### config.mk
export PLATFORM = sky130hd
export DESIGN_NAME = mac_pair_engine
export DESIGN_NICKNAME = d
export VERILOG_FILES = /design/src/rtl/mac_pair_engine.sv
export SDC_FILE = /design/constraint.sdc
export NUM_CORES = 2
export LEC_CHECK = 0
export ABC_CLOCK_PERIOD_IN_PS = 12800
export BUFFER_PORTS_ARGS = -buffer_cell sky130_fd_sc_hd__buf_2
export CORE_MARGIN = 2
export CORE_UTILIZATION = 40
export CTS_CLUSTER_DIAMETER = 80
export CTS_CLUSTER_SIZE = 28
export DETAILED_ROUTE_END_ITERATION = 16
export GPL_ROUTABILITY_DRIVEN = 0
export GPL_TIMING_DRIVEN = 0
export PLACE_DENSITY = 0.62
export SLEW_MARGIN = 20
export SYNTH_ARGS = -nofsm -noshare
export SYNTH_HDL_FRONTEND = slang
export SYNTH_SLANG_ARGS = --single-unit
### constraint.sdc
create_clock -name clk -period 12.8 [get_ports clk]
set_input_delay 2.56 -clock clk [delete_from_list [all_inputs] [get_ports clk]]
set_output_delay 2.56 -clock clk [all_outputs]
set_load 0.01 [all_outputs]
### src/rtl/mac_pair_engine.sv
module mac_pair_engine #(
  parameter int DW = 16,
  parameter int AW = 4,
  parameter int GW = 8
) (
  input  logic                clk,
  input  logic                rst_n,
  input  logic [1:0]          cmd,
  input  logic                acc_sel,
  input  logic                fetch,
  input  logic                x_inc,
  input  logic                y_inc,
  input  logic                ptr_ld,
  input  logic [AW-1:0]       x_ptr_in,
  input  logic [AW-1:0]       y_ptr_in,
  input  logic                mem_we,
  input  logic                mem_y,
  input  logic [AW-1:0]       mem_addr,
  input  logic [DW-1:0]       mem_data,
  output logic [DW-1:0]       wx,
  output logic [DW-1:0]       wy,
  output logic [AW-1:0]       x_ptr,
  output logic [AW-1:0]       y_ptr,
  output logic [2*DW+GW-1:0]  acc0,
  output logic [2*DW+GW-1:0]  acc1,
  output logic [DW-1:0]       wres
);
  localparam int PW    = 2 * DW;
  localparam int AccW  = PW + GW;
  localparam int DEPTH = 1 << AW;
  localparam logic [1:0] OP_IDLE = 2'd0, OP_CLR = 2'd1, OP_MAC = 2'd2, OP_STO = 2'd3;

  logic [DW-1:0]   xmem [DEPTH];
  logic [DW-1:0]   ymem [DEPTH];
  logic [AccW-1:0] acc_q [2];

  always_ff @(posedge clk)
    if (mem_we) begin
      if (mem_y) ymem[mem_addr] <= mem_data;
      else       xmem[mem_addr] <= mem_data;
    end

  logic do_fetch;
  assign do_fetch = fetch && (cmd == OP_CLR || cmd == OP_MAC);

  logic signed [PW-1:0] prod;
  logic [AccW-1:0]      prod_ext;
  assign prod     = $signed(wx) * $signed(wy);
  assign prod_ext = {{GW{prod[PW-1]}}, prod};

  logic [AccW-1:0] sel_acc;
  logic [GW:0]     top_bits;
  logic            fits;
  logic [DW-1:0]   store_val;
  assign sel_acc   = acc_q[acc_sel];
  assign top_bits  = sel_acc[AccW-1:PW-1];
  assign fits      = (&top_bits) || !(|top_bits);
  assign store_val = fits ? sel_acc[PW-1:DW]
                   : (sel_acc[AccW-1] ? {1'b1, {(DW-1){1'b0}}} : {1'b0, {(DW-1){1'b1}}});

  always_ff @(posedge clk or negedge rst_n)
    if (!rst_n) begin
      wx <= '0;
      wy <= '0;
      x_ptr <= '0;
      y_ptr <= '0;
    end else begin
      if (do_fetch) begin
        wx <= xmem[x_ptr];
        wy <= ymem[y_ptr];
      end
      if (ptr_ld) begin
        x_ptr <= x_ptr_in;
        y_ptr <= y_ptr_in;
      end else if (do_fetch) begin
        if (x_inc) x_ptr <= x_ptr + 1'b1;
        if (y_inc) y_ptr <= y_ptr + 1'b1;
      end
    end

  generate
    for (genvar i = 0; i < 2; i++) begin : g_acc
      always_ff @(posedge clk or negedge rst_n)
        if (!rst_n)
          acc_q[i] <= '0;
        else if (acc_sel == 1'(i)) begin
          if (cmd == OP_CLR)      acc_q[i] <= '0;
          else if (cmd == OP_MAC) acc_q[i] <= acc_q[i] + prod_ext;
        end
    end
  endgenerate

  always_ff @(posedge clk or negedge rst_n)
    if (!rst_n)              wres <= '0;
    else if (cmd == OP_STO)  wres <= store_val;

  assign acc0 = acc_q[0];
  assign acc1 = acc_q[1];

  logic unused_ok;
  assign unused_ok = ^{OP_IDLE};
endmodule

==> impl_metrics.yaml <==
sta:
  timing.fmax_mhz: 104.1
  final_hold_viol_count: 0
  fin_ws_ns: 3.196
  slew_headroom_pct: 32.33
  tns_ns: 0
  fin_skew_ns: 0.03121
  tightestPinTransition_ns: 1.015
  slew_viol_final: 0
  post-route-period-util_pct: 75.03
  rsz0062_at_grt: "false"
  min_period_ns: 9.604
  setup_viol: 0
synthesis:
  synthesis.area_um2: 38630
  ys_warn_count: 0
  synth_fp_nets: 3490
  ys_ff_latch: 648
  synthDistinctLibCells: 71
  synthTopCellsByArea: "edfxtp_1, fa_1, dfrtp_1"
  ys.flop_type: "edfxtp_1"
  post_synth.cell_area_avg_um2: 12.79
  yosysSeqAreaShare_pct: 48.61
  synth_top_area_share_pct: 39.80
  netlist.top_cell.by_area: "edfxtp_1"
  synth-async-reset-ratio_pct: 20.99
  synth_cells: 3019
  synth-edff-count: 512
clock_tree:
  cts_made_buffers: 35
  cts_setup_buffers: 0
  clock-sinks: 648
  clock_latency_ns: 0.61
  cts_tree: "yes"
  clk_pin_slew_ns: 0.10
  cts_buffer_depth: 3
  cts_root_buffer: "clkbuf_16"
  cts-htree-levels: 2
  ctsHoldBuffers: 0
  cts_resized: 0
floorplanning:
  coreArea_um2: 95290
  die_area_um2: 99070
  initial_utilization_pct: 40.53
  io_pins: 175
  die_h_um: 314.8
  fp.dieW_um: 314.8
  rows: 113
finish:
  layout.nets: 3739
  filler_cell_count: 8773
  multiInputGateArea_um2: 18300
  fin_cells: 4551
  final_cell_area_um2: 42820
  register_area_um2: 18780
  layout-drive-gt1-share_pct: 12.39
  area_delta_synth_final_pct: 10.84
critical_path:
  r2r_setup_slack_ns: 3.20
  crit_required_ns: 13.27
  r2r-start: "wy[7]$_DFFE_PN0P_"
  r2r_end: "acc1[39]$_DFFE_PN0P_"
  cp-end-kind: "flip-flop"
  worstPathArrival_ns: 10.08
  slowest_stage: "a311oi_4"
  crit_top_cell: "fa_1"
  cp_max_fo: 18
  reg2reg_depth: 31
  max_stage_delay_ns: 0.88
  cp-start-kind: "flip-flop"
  path_class: "reg -> reg"
global_route:
  overflow: 0
  grt_pass1_vias: 24790
  grt_pass1_wl_mm: 150.3
  grt_max_degree: 73
  antenna_found_initial: 4
  grt_util_all_layers_pct: 20.02
place:
  dp_hpwl_mm: 76.18
  dp.cells: 4496
  port_buffers: 173
  postPlaceCellArea_um2: 41630
  place_ws_ns: 3.236
drt:
  post_drt_wl_per_cell_um: 21.72
  dr.first_iter.drc_count: 1996
  ant_nets: 0
  via_per_inst: 5.406
  wl_mm: 98.84
  remaining_drc_errors: 0
  vias: 24600
  firstDrtPassIters: 6
status:
  status: "finished, final reports clean"
hold_path:
  holdPathEnd: "wres[10]$_DFFE_PN0N_"
  min_path_type: "reg -> reg"
  min_from: "wres[10]$_DFFE_PN0N_"
  hold_depth: 1
job:
  maxCapViolations: 0
==> flip-flops by register name, indices dropped and copies added (netlist names) <==
| name | flops |
|---|---|
| y_ptr | 4 |
| ymem | 256 |
| x_ptr | 4 |
| acc1 | 40 |
| acc0 | 40 |
| wres | 16 |
| wx | 16 |
| wy | 16 |
| xmem | 256 |
==> stage by stage <==
stage / hold WS (ns) / util [%]
2_1_floorplan: 0.5350 / -
3_3_place_gp: 0.4759 / 43.10
3_5_place_dp: 0.4845 / 43.69
4_1_cts: 0.5076 / 44.93
5_1_grt: 0.5201 / 44.93
6_report: 0.5045 / 44.93
==> logic make-up (layout without fill, tap and decap cells) <==
group / Yosys count / in the layout / share of synthesized area, %
compound gates: 495 / 495 / 9.028
xor+xnor: 103 / 103 / 2.335
fa+ha+maj: 432 / 432 / 19.12
buf+inv: 442 / 708 / 4.311
flops: 648 / 648 / 48.61
mux: 201 / 201 / 8.156
other cells: 0 / 1 / 0
simple gates: 698 / 698 / 8.432
==> per-layer routing <==
| layer | GRT usage [%] | part of all wire [%] |
|---|---|---|
| met1 | 26.67 | 42 |
| met2 | 34.22 | 49 |
| met3 | 2.717 | 6.2 |
| met4 | 5.790 | 2.9 |
| met5 | 0 | 0 |
==> worst max-delay path, delay by kind of cell (launching register included) <==
kind / cells / cell delay [ns]
buf+inv: 6 / 1.28
fa+ha+maj: 8 / 3.79
simple gates: 2 / 0.24
mux: 1 / 0.22
flops: 1 / 0.35
compound gates: 13 / 3.38
xor+xnor: 1 / 0.20
==> how the worst max path moves through the flow <==
stage	startpoint	to	slack, ns
after CTS	wy[7]$_DFFE_PN0P_	acc1[39]$_DFFE_PN0P_	3.20
after floorplan	wy[7]$_DFFE_PN0P_	acc1[39]$_DFFE_PN0P_	4.69
final	wy[7]$_DFFE_PN0P_	acc1[39]$_DFFE_PN0P_	3.20
after global placement	wy[7]$_DFFE_PN0P_	acc1[39]$_DFFE_PN0P_	3.26
after detailed placement	wy[7]$_DFFE_PN0P_	acc1[39]$_DFFE_PN0P_	3.24
after global routing	wy[7]$_DFFE_PN0P_	acc1[39]$_DFFE_PN0P_	2.71
==> layout by cell type (no fill, tap or decap), drive strengths merged, types with 27 or more instances in the layout <==
cell type	instances
fa	264
o21ai	113
edfxtp	512
nor2	131
dfrtp	136
mux4	91
and2	129
a22o	55
a21o	54
mux2i	110
inv	320
ha	168
xnor2	64
buf	239
clkbuf	138
xor2	39
nand2	301
o221ai	53
a21oi	89
nor3	27
==> area by class of cell <==
type                    instances  share of cell area, %
clock inverters                17                 0.6867
flip-flops and latches        648                  43.86
clock buffers                  37                  2.066
inverters                     314                  2.753
plain buffers                 128                  1.137
diodes                          1               0.005845
repair buffers                212                  3.065
multi-input cells            1929                  42.73
well taps                    1265                  3.697
==> synthesized netlist by cell type, drive strengths merged, types with 8 or more instances <==
| cell | number |
|---|---|
| edfxtp | 512 |
| inv | 313 |
| nand2 | 301 |
| fa | 264 |
| ha | 168 |
| dfrtp | 136 |
| nor2 | 131 |
| and2 | 129 |
| o21ai | 113 |
| mux2i | 110 |
| clkbuf | 101 |
| mux4 | 91 |
| a21oi | 89 |
| xnor2 | 64 |
| a22o | 55 |
| a21o | 54 |
| o221ai | 53 |
| xor2 | 39 |
| buf | 27 |
| nor3 | 27 |
| nand2b | 23 |
| nand3 | 22 |
| o21a | 16 |
| o31ai | 16 |
| o22a | 15 |
| nand4 | 14 |
| nor2b | 13 |
| o21bai | 11 |
| or3 | 11 |
| a211oi | 9 |
| o41ai | 9 |
| a32o | 8 |
Power is left out: the tool's default activity adds up to more than one toggle a clock period on the data nets, which glitch-free logic cannot reach.
